==> src/rtl/smcw_pkg.sv <==
package smcw_pkg;

    typedef enum logic [2:0] {
        PH_IDLE,
        PH_SETUP,
        PH_PULSE,
        PH_FROZEN,
        PH_HOLD
    } phase_e;

endpackage

==> src/rtl/smcw_wait_sync.sv <==
module smcw_wait_sync #(
    parameter int STAGES = 2
) (
    input  logic clk,
    input  logic rst,
    input  logic wait_n_raw,
    output logic wait_act
);

    logic [STAGES-1:0] sh_d, sh_q;

    always_comb begin
        sh_d = {sh_q[STAGES-2:0], wait_n_raw};
    end

    always_ff @(posedge clk) begin
        if (rst) sh_q <= '1;
        else     sh_q <= sh_d;
    end

    assign wait_act = ~sh_q[STAGES-1];

    generate
        if (STAGES == 2) begin : g_lag_chk
            // synchronised wait equals the pin two edges back
            a_r5_sync_lag: assert property (@(posedge clk) disable iff (rst)
                (!$past(rst) && !$past(rst, 2)) |-> (wait_act == !$past(wait_n_raw, 2)));
        end
    endgenerate

endmodule

==> src/rtl/smcw_bus_latch.sv <==
module smcw_bus_latch #(
    parameter int ADDR_W = 24,
    parameter int DATA_W = 16,
    localparam int BE_W = DATA_W / 8
) (
    input  logic              clk,
    input  logic              rst,
    input  logic              accept,
    input  logic [ADDR_W-1:0] in_addr,
    input  logic [DATA_W-1:0] in_data,
    input  logic [BE_W-1:0]   in_be,
    output logic [ADDR_W-1:0] addr_q,
    output logic [DATA_W-1:0] data_q,
    output logic [BE_W-1:0]   be_q
);

    typedef struct packed {
        logic [ADDR_W-1:0] addr;
        logic [DATA_W-1:0] data;
        logic [BE_W-1:0]   be;
    } bus_s;

    bus_s r_d, r_q;

    always_comb begin
        r_d = r_q;
        if (accept) begin
            r_d.addr = in_addr;
            r_d.data = in_data;
            r_d.be   = in_be;
        end
    end

    always_ff @(posedge clk) begin
        if (rst) r_q <= '0;
        else     r_q <= r_d;
    end

    assign addr_q = r_q.addr;
    assign data_q = r_q.data;
    assign be_q   = r_q.be;

endmodule

==> src/rtl/smcw_phase_seq.sv <==
module smcw_phase_seq
    import smcw_pkg::*;
#(
    parameter int CNT_W = 6
) (
    input  logic             clk,
    input  logic             rst,
    input  logic             req_valid,
    input  logic [CNT_W-1:0] cfg_setup,
    input  logic [CNT_W-1:0] cfg_pulse,
    input  logic [CNT_W-1:0] cfg_hold,
    input  logic             wait_act,
    output logic             accept,
    output phase_e           phase,
    output logic             ack
);

    localparam logic [CNT_W-1:0] ONE = CNT_W'(1);

    typedef struct packed {
        phase_e           ph;
        logic [CNT_W-1:0] cnt;
        logic [CNT_W-1:0] pulse_len;
        logic [CNT_W-1:0] hold_len;
        logic             ack;
    } seq_s;

    seq_s s_d, s_q;
    logic [CNT_W-1:0] pulse_eff;

    assign pulse_eff = (cfg_pulse == '0) ? ONE : cfg_pulse;

    always_comb begin
        s_d     = s_q;
        s_d.ack = 1'b0;
        accept  = 1'b0;
        unique case (s_q.ph)
            PH_IDLE: begin
                if (req_valid) begin
                    accept        = 1'b1;
                    s_d.pulse_len = pulse_eff;
                    s_d.hold_len  = cfg_hold;
                    if (cfg_setup != '0) begin
                        s_d.ph  = PH_SETUP;
                        s_d.cnt = cfg_setup;
                    end else begin
                        s_d.ph  = PH_PULSE;
                        s_d.cnt = pulse_eff;
                    end
                end
            end
            PH_SETUP: begin
                if (s_q.cnt == ONE) begin
                    s_d.ph  = PH_PULSE;
                    s_d.cnt = s_q.pulse_len;
                end else begin
                    s_d.cnt = s_q.cnt - ONE;
                end
            end
            PH_PULSE, PH_FROZEN: begin
                if (s_q.ph == PH_PULSE && s_q.cnt != ONE) begin
                    s_d.cnt = s_q.cnt - ONE;
                end else if (wait_act) begin
                    s_d.ph = PH_FROZEN;
                end else if (s_q.hold_len != '0) begin
                    s_d.ph  = PH_HOLD;
                    s_d.cnt = s_q.hold_len;
                end else begin
                    s_d.ph  = PH_IDLE;
                    s_d.ack = 1'b1;
                end
            end
            PH_HOLD: begin
                if (s_q.cnt == ONE) begin
                    s_d.ph  = PH_IDLE;
                    s_d.ack = 1'b1;
                end else begin
                    s_d.cnt = s_q.cnt - ONE;
                end
            end
            default: s_d.ph = PH_IDLE;
        endcase
    end

    always_ff @(posedge clk) begin
        if (rst) begin
            s_q    <= '0;
            s_q.ph <= PH_IDLE;
        end else begin
            s_q <= s_d;
        end
    end

    assign phase = s_q.ph;
    assign ack   = s_q.ack;

    // an active wait keeps a frozen access frozen
    a_r6_freeze_holds: assert property (@(posedge clk) disable iff (rst)
        (s_q.ph == PH_FROZEN && wait_act) |=> (s_q.ph == PH_FROZEN));

    // freezing is entered only from the strobe phase
    a_r7_no_freeze_elsewhere: assert property (@(posedge clk) disable iff (rst)
        (s_q.ph != PH_PULSE && s_q.ph != PH_FROZEN) |=> (s_q.ph != PH_FROZEN));

    // acknowledge lasts one cycle
    a_r9_ack_single: assert property (@(posedge clk) disable iff (rst)
        s_q.ack |=> !s_q.ack);

endmodule

==> src/rtl/smcw_write_ctrl.sv <==
module smcw_write_ctrl
    import smcw_pkg::*;
#(
    parameter int ADDR_W      = 24,
    parameter int DATA_W      = 16,
    parameter int CNT_W       = 6,
    parameter int SYNC_STAGES = 2,
    localparam int BE_W = DATA_W / 8
) (
    input  logic              clk,
    input  logic              rst,
    input  logic              req_valid,
    input  logic [ADDR_W-1:0] req_addr,
    input  logic [DATA_W-1:0] req_data,
    input  logic [BE_W-1:0]   req_be,
    input  logic [CNT_W-1:0]  cfg_setup,
    input  logic [CNT_W-1:0]  cfg_pulse,
    input  logic [CNT_W-1:0]  cfg_hold,
    output logic              req_ack,
    input  logic              mem_wait_n,
    output logic              mem_cs_n,
    output logic              mem_we_n,
    output logic [BE_W-1:0]   mem_be_n,
    output logic [ADDR_W-1:0] mem_addr,
    output logic [DATA_W-1:0] mem_dq,
    output logic              mem_dq_oe
);

    logic              wait_act;
    logic              accept;
    phase_e            phase;
    logic [BE_W-1:0]   be_q;
    logic              busy;

    smcw_wait_sync #(.STAGES(SYNC_STAGES)) u_sync (
        .clk        (clk),
        .rst        (rst),
        .wait_n_raw (mem_wait_n),
        .wait_act   (wait_act)
    );

    smcw_phase_seq #(.CNT_W(CNT_W)) u_seq (
        .clk       (clk),
        .rst       (rst),
        .req_valid (req_valid),
        .cfg_setup (cfg_setup),
        .cfg_pulse (cfg_pulse),
        .cfg_hold  (cfg_hold),
        .wait_act  (wait_act),
        .accept    (accept),
        .phase     (phase),
        .ack       (req_ack)
    );

    smcw_bus_latch #(.ADDR_W(ADDR_W), .DATA_W(DATA_W)) u_latch (
        .clk     (clk),
        .rst     (rst),
        .accept  (accept),
        .in_addr (req_addr),
        .in_data (req_data),
        .in_be   (req_be),
        .addr_q  (mem_addr),
        .data_q  (mem_dq),
        .be_q    (be_q)
    );

    assign busy      = (phase != PH_IDLE);
    assign mem_cs_n  = ~busy;
    assign mem_dq_oe = busy;
    assign mem_we_n  = ~((phase == PH_PULSE) || (phase == PH_FROZEN));
    assign mem_be_n  = busy ? ~be_q : '1;

    // strobe only inside chip select
    a_r4_we_in_cs: assert property (@(posedge clk) disable iff (rst)
        !mem_we_n |-> !mem_cs_n);

    // acknowledge comes with the bus idle
    a_r9_ack_idle: assert property (@(posedge clk) disable iff (rst)
        req_ack |-> mem_cs_n);

    // bus values stay put across a running access
    a_r2_bus_stable: assert property (@(posedge clk) disable iff (rst)
        (!mem_cs_n && $past(!mem_cs_n)) |->
            ($stable(mem_addr) && $stable(mem_dq) && $stable(mem_be_n)));

endmodule

==> config.mk <==
export PLATFORM = sky130hd
export DESIGN_NAME = smcw_write_ctrl
export DESIGN_NICKNAME = d
export VERILOG_FILES = /design/src/rtl/smcw_pkg.sv /design/src/rtl/smcw_wait_sync.sv /design/src/rtl/smcw_bus_latch.sv /design/src/rtl/smcw_phase_seq.sv /design/src/rtl/smcw_write_ctrl.sv
export SDC_FILE = /design/constraint.sdc
export NUM_CORES = 1
export LEC_CHECK = 0
export BUFFER_PORTS_ARGS = -buffer_cell sky130_fd_sc_hd__buf_2
export CAP_MARGIN = 20
export CORE_MARGIN = 5
export CORE_UTILIZATION = 40
export CTS_CLUSTER_SIZE = 8
export DETAILED_ROUTE_END_ITERATION = 8
export HOLD_SLACK_MARGIN = 0.02
export PLACE_DENSITY = 0.67
export SYNTH_ARGS = -nofsm -noshare
export SYNTH_HDL_FRONTEND = slang
export SYNTH_SLANG_ARGS = --single-unit
==> constraint.sdc <==
create_clock -name clk -period 2 [get_ports clk]
set_clock_uncertainty 0.05 [all_clocks]
set_input_delay 0.1 -clock clk [delete_from_list [all_inputs] [get_ports clk]]
set_output_delay 0.1 -clock clk [all_outputs]
set_load 0.1 [all_outputs]
==> out/results.txt, run 1 <==
Worst R2R Setup Slack = 0.14 ns
P_sw = 2.26 mW
PortBufs = 109
Synth unique cells = 52
Drt pass-1 iters = 4
Placement Setup Slack = 0.0287 ns
# setup viols final = 0
Synthesized cell area = 3000 sq um
Setup Crit Path Kind = reg -> out
Remaining DRCs = 0
Gr ovfl total = 0
Synth Flop Type = dfxtp_1
Num CTS Buffers = 9
Synth area leader = dfxtp_1
Sw Share = 0.443
Maximum vdd drop = 0.671 mV
Seq/Total Area, Yosys = 0.440
Comb pwr share = 0.444
P_int = 2.84 mW
Initial antenna violation count = 1
F_max = 522 MHz
Commonest non-fill, non-tap cells in the layout = 116 x nand2_1, 109 x buf_2, 72 x a21oi_1, 65 x dfxtp_1, 54 x dlygate4sd3_1
Clk pwr share = 0.242
Hold Crit Class = in -> reg
Layout area overhead = 51.7%
Worst Path Required = 1.85 ns
Antenna Nets Post-Route = 0
Post-Route WL = 10,200 microns
Fin worst setup slack = 0.0861 ns
DRT iter0 DRCs = 204
CTS Buffer Depth = 2
R2R cell count = 8
Fraction of layout cells with a size suffix above 1 = 0.310
Post-route insts no fill = 664
Relative slew slack = 0.446
Reg-to-Reg Start = u_seq.s_q[14]
CP arrival = 1.76 ns
Die Width = 96.6 microns
Final nets = 625
Post-synth EDFFs = 0
CTS tree = built
Worst Tran Pin Value = 0.831 ns
Max Transition Viols Final = 0
Final Hold Viols = 0
Min cycle time layout = 1.91 ns
Pleak = 1.97 nW
CTS root buf = clkbuf_8
Register area = 1320 sq um
Die height = 96.6 microns
Avg WL per Cell = 15.3 microns
Max cap viols = 0
Status = finished clean
Global-route wire length before repair = 16,600 microns
Synth top area share = 0.440
H-Tree Level Count = 3
Detailed placer's ending HPWL = 6930 microns
Post-synthesis instance total = 387
Core Area = 7290 sq um
Synth area leaders = dfxtp_1 44%, nand2_1 15%, a21oi_1 12%, a311oi_1 2.6%, nor2_1 2.1%
Clk sinks = 66
Num ports = 110
Crit end category = output port
Synthesized Nets = 453
Multi-input gate area = 1570 sq um
RSZ-0062 raised after global routing = false
Clock-pin slew on the worst setup and hold paths = 0.07 ns
Setup TNS = 0 ns
GP Congestion = 0.948
Filler cell count = 674
Vias in the first global route = 3,324
Crit path launch type = flip-flop
Rows = 31
Vias = 3,361
Syn avg cell area = 7.75 sq um
Worst-skew pair later-pin latency = 0.34 ns
Seq pwr share = 0.314
Most common cell after layout, fill and taps aside = nand2_1
PwrDens = 1120 nW/um^2
Crit. Startpoint = u_seq.phase[0]
#FFs+latches synth = 66
Asr flop ratio synth = 0
Die area = 9330 sq um
Largest net degree at the start of global routing = 56
Final core utilization = 0.624
Worst-path fanout max = 4
Yosys warning total = 0
Critical Path End = mem_be_n[0]
GRT Total Usage = 0.216
Reg2reg end = u_seq.phase[0]
Starting Density = 0.411
Crit share post-route = 0.957
DR vias/cell = 5.06
Post-Place Cells = 593
==> cell usage after synthesis (all sizes together) (3+ instances only) <==
master and n:
clkbuf 14, a311oi 10, buf 11, nor2 18, o21ai 9, inv 8
nand2 117, nand2b 3, a211oi 3, a21oi 73, or3 3, nor2b 4
o211ai 4, dfxtp 66, nor3 4, a31oi 6
==> per-layer routing <==
layer / GRT usage / up-vias / part of all wire
met2: 0.365 / 94 / 0.50
met1: 0.267 / 1570 / 0.44
li1: - / 1681 / -
met5: 0 / - / 0
met3: 0.0374 / 16 / 0.044
met4: 0.0983 / 0 / 0.021
==> critical path, cell delays in order, from the launching register on <==
cell     delay, ns
dfxtp_1       0.31
or3_1         0.45
buf_4         0.18
nand2_1       0.06
buf_2         0.42
==> cells by family (layout without fill, tap and decap cells) <==
group           count (synthesis)  count (layout)  synth area share
xor+xnor                        3               3           0.00876
other cells                     0               1                 0
fa+ha+maj                       2               2           0.00834
flops                          66              66             0.440
simple gates                  163             163             0.241
compound gates                120             120             0.251
buf+inv                        33             210            0.0500
==> state kept, by name, summed over array words and instances, names as in the netlist <==
signal	cells
u_seq.phase	3
u_latch.be_q	2
u_latch.data_q	16
u_latch.addr_q	24
u_seq.s_q	18
u_sync.sh_q	2
u_seq.ack	1
==> how the worst min path moves through the flow <==
stage	from	endpoint	slack (ns)	depth (start not counted)
after floorplan	mem_wait_n	u_sync.sh_q[0]	0.15	1
after global placement	mem_wait_n	u_sync.sh_q[0]	0.24	2
after detailed placement	mem_wait_n	u_sync.sh_q[0]	0.24	2
after CTS	cfg_pulse[0]	u_seq.s_q[7]	0.09	3
after global routing	cfg_pulse[0]	u_seq.s_q[7]	0.11	3
final	cfg_pulse[0]	u_seq.s_q[7]	0.10	3
==> power by group through the flow <==
stage	clock, mW	combinational (mW)	sequential, mW
after floorplan	0	0.999	2.24
after global placement	0	2.13	1.62
after detailed placement	0	2.13	1.63
after CTS	1.27	2.22	1.60
after global routing	1.32	2.41	1.63
final	1.23	2.27	1.60
==> per-stage QoR <==
| stage | hold WS (ns) | power, mW | instance area, sq um |
|---|---|---|---|
| after global routing | 0.109 | 5.36 | 4550 |
| after detailed placement | 0.237 | 3.75 | 3750 |
| after global placement | 0.238 | 3.75 | 3750 |
| after CTS | 0.0909 | 5.09 | 4520 |
| after floorplan | 0.154 | 3.24 | 3020 |
| final | 0.104 | 5.10 | 4550 |
==> cell type report <==
type	count	area share
multi-input combinational	288	0.346
sequential	66	0.291
timing repair buffer	186	0.279
clock buffer	9	0.0272
tap	99	0.0272
clock inverter	7	0.0206
inverter	8	0.00852
antenna	1	0.000550
==> what timing repair did <==
item | in CTS | in global routing
hold buffers | 54 | 0
hold endpoints to repair | 54 | 0
setup buffers | 0 | 0
resized for setup | 1 | 7
setup endpoints to repair | 1 | 7
Note: power is estimated with default switching activity, not from simulation.
==> inputs of run 2 (changes only) <==
--- a/config.mk
+++ b/config.mk
@@ -12,7 +12,7 @@
 export CTS_CLUSTER_SIZE = 8
 export DETAILED_ROUTE_END_ITERATION = 8
 export HOLD_SLACK_MARGIN = 0.02
-export PLACE_DENSITY = 0.67
+export PLACE_DENSITY = 0.7
 export SYNTH_ARGS = -nofsm -noshare
 export SYNTH_HDL_FRONTEND = slang
 export SYNTH_SLANG_ARGS = --single-unit
==> out/results.txt, run 2 (synthesis results as in run 1) <==
H-Tree Level Count = 3 (unchanged)
Max reg flops = 24 (unchanged)
Final Hold Viols = 0 (unchanged)
Crit path launch type = flip-flop (unchanged)
Largest net degree at the start of global routing = 43 (was 56)
Relative slew slack = 0.591 (was 0.446)
Starting Density = 0.411 (unchanged)
P_sw = 2.24 mW (was 2.26 mW)
DR vias/cell = 5.14 (was 5.06)
Drt pass-1 iters = 5 (was 4)
Critical path's largest stage delay = 0.45 ns (about the same)
# setup viols final = 0 (unchanged)
Clk pwr share = 0.240 (was 0.242)
Vias = 3,429 (was 3,361)
Final nets = 629 (was 625)
Clock-pin slew on the worst setup and hold paths = 0.07 ns (about the same)
Core Area = 7290 sq um (unchanged)
Die Width = 96.6 microns (unchanged)
Hold Crit Class = in -> reg (unchanged)
DRT iter0 DRCs = 335 (was 204)
CTS Buffer Depth = 2 (unchanged)
Clk sinks = 66 (unchanged)
Num CTS Buffers = 9 (unchanged)
Most common cell after layout, fill and taps aside = nand2_1 (unchanged)
Crit. Startpoint = u_seq.phase[1] (was u_seq.phase[0])
Remaining DRCs = 0 (unchanged)
GRT Total Usage = 0.222 (was 0.216)
Worst Path Required = 1.85 ns (about the same)
Min cycle time layout = 1.87 ns (was 1.91 ns)
Die height = 96.6 microns (unchanged)
Initial antenna violation count = 1 (unchanged)
RSZ-0062 raised after global routing = true (was false)
Maximum vdd drop = 0.626 mV (was 0.671 mV)
Fin worst setup slack = 0.126 ns (was 0.0861 ns)
Status = finished clean (unchanged)
CTS tree = built (unchanged)
Crit end category = output port (unchanged)
Seq pwr share = 0.309 (was 0.314)
CP arrival = 1.72 ns (was 1.76 ns)
Fraction of layout cells with a size suffix above 1 = 0.310 (about the same)
Post-Route WL = 10,300 microns (was 10,200 microns)
Reg-to-Reg Start = u_seq.s_q[13] (was u_seq.s_q[14])
Layout area overhead = 53.2% (was 51.7%)
Global-route wire length before repair = 17,200 microns (was 16,600 microns)
Gr ovfl total = 0 (unchanged)
Pleak = 2.00 nW (was 1.97 nW)
Worst-skew pair later-pin latency = 0.34 ns (about the same)
CTS root buf = clkbuf_8 (unchanged)
F_max = 534 MHz (was 522 MHz)
Antenna Nets Post-Route = 0 (unchanged)
Worst Tran Pin Value = 0.609 ns (was 0.831 ns)
PortBufs = 109 (unchanged)
Worst-path fanout max = 8 (was 4)
Die area = 9330 sq um (unchanged)
R2R cell count = 7 (was 8)
Worst R2R Setup Slack = 0.13 ns (was 0.14 ns)
Post-Place Cells = 597 (was 593)
Max Transition Viols Final = 0 (unchanged)
Num ports = 110 (unchanged)
Post-route insts no fill = 667 (was 664)
Reg2reg end = u_seq.s_q[16] (was u_seq.phase[0])
Rows = 31 (unchanged)
Max cap viols = 0 (unchanged)
PwrDens = 1120 nW/um^2 (about the same)
Commonest non-fill, non-tap cells in the layout = 116 x nand2_1, 106 x buf_2, 72 x a21oi_1, 66 x dfxtp_1, 54 x dlygate4sd3_1 (was 116 x nand2_1, 109 x buf_2, 72 x a21oi_1, 65 x dfxtp_1, 54 x dlygate4sd3_1)
Critical Path End = mem_be_n[0] (unchanged)
Detailed placer's ending HPWL = 6830 microns (was 6930 microns)
P_int = 2.89 mW (was 2.84 mW)
Setup Crit Path Kind = reg -> out (unchanged)
Comb pwr share = 0.451 (was 0.444)
Sw Share = 0.437 (was 0.443)
Crit-path slowest cell = or3_1 (unchanged)
Avg WL per Cell = 15.4 microns (was 15.3 microns)
GP Congestion = 0.900 (was 0.948)
Crit share post-route = 0.937 (was 0.957)
Cells along the critical path = or3_1 -> buf_4 -> nand2_1 -> clkbuf_4 (was or3_1 -> buf_4 -> nand2_1 -> buf_2)
Placement Setup Slack = 0.114 ns (was 0.0287 ns)
Vias in the first global route = 3,414 (was 3,324)
run 2: cell types whose count changed in the layout (fill, tap and decap cells not counted), moves of 2 or more:
| cell | before | now |
|---|---|---|
| a311oi_2 | 3 | 1 |
| clkbuf_4 | 0 | 3 |
| buf_4 | 22 | 24 |
| clkinvlp_4 | 3 | 1 |
| a311oi_1 | 7 | 9 |
| buf_12 | 1 | 3 |
| buf_2 | 109 | 106 |
run 2: per-stage QoR:
step	TNS (ns)	total power, mW	cell area (sq um)	hold slack [ns]	util
3_3_place_gp	0	3.79	3810	0.239	0.522
6_report	0	5.14	4600	0.0935	0.630
5_1_grt	-0.00548	5.41	4600	0.0915	0.630
3_5_place_dp	0	3.79	3810	0.241	0.522
4_1_cts	0	5.12	4570	0.0888	0.626
2_1_floorplan	-0.102	3.24	3020	0.154	-
run 2: power groups by stage:
stage / Combinational [mW] / Sequential [mW] / Clock [mW]
after global routing: 2.46 / 1.61 / 1.34
after floorplan: 0.999 / 2.24 / 0
final: 2.31 / 1.59 / 1.24
after CTS: 2.27 / 1.58 / 1.27
after global placement: 2.18 / 1.60 / 0
after detailed placement: 2.18 / 1.61 / 0
run 2: what timing repair did:
item | 4_1_cts | 5_1_grt
setup buffers | 0 | 0
setup endpoints to repair | 0 | 10
resized for setup | 0 | 9
endpoints found under the hold margin | 54 | 0
hold buffers | 54 | 0
run 2: worst min-delay path by stage:
stage            startpoint             end  slack [ns]  cells past startpoint
2_1_floorplan    mem_wait_n  u_sync.sh_q[0]        0.15                      1
3_3_place_gp     mem_wait_n  u_sync.sh_q[0]        0.24                      2
3_5_place_dp     mem_wait_n  u_sync.sh_q[0]        0.24                      2
4_1_cts        cfg_pulse[0]    u_seq.s_q[7]        0.09                      3
5_1_grt        cfg_pulse[0]    u_seq.s_q[7]        0.09                      3
6_report       cfg_pulse[0]    u_seq.s_q[7]        0.09                      3
run 2: layout make-up:
type,count,area (sq um)
multi-input combinational,288,1560
sequential,66,1320
timing repair buffer,190,1330
clock inverter,5,78.8
tap,99,124
inverter,8,38.8
fill,654,2700
clock buffer,10,138
antenna,1,2.50
run 2: layer usage:
metal	track usage	vias to the layer above	wire length, microns
li1	-	1686	-
met5	0	-	0
met3	0.0576	23	590
met4	0.0724	0	253
met1	0.279	1611	4250
met2	0.369	109	5210
run 2: worst max-delay path: cells and delay by family, from the launching register on:
family | cells | cell delay [ns]
simple gates | 2 | 0.51
buf+inv | 2 | 0.50
flops | 1 | 0.38
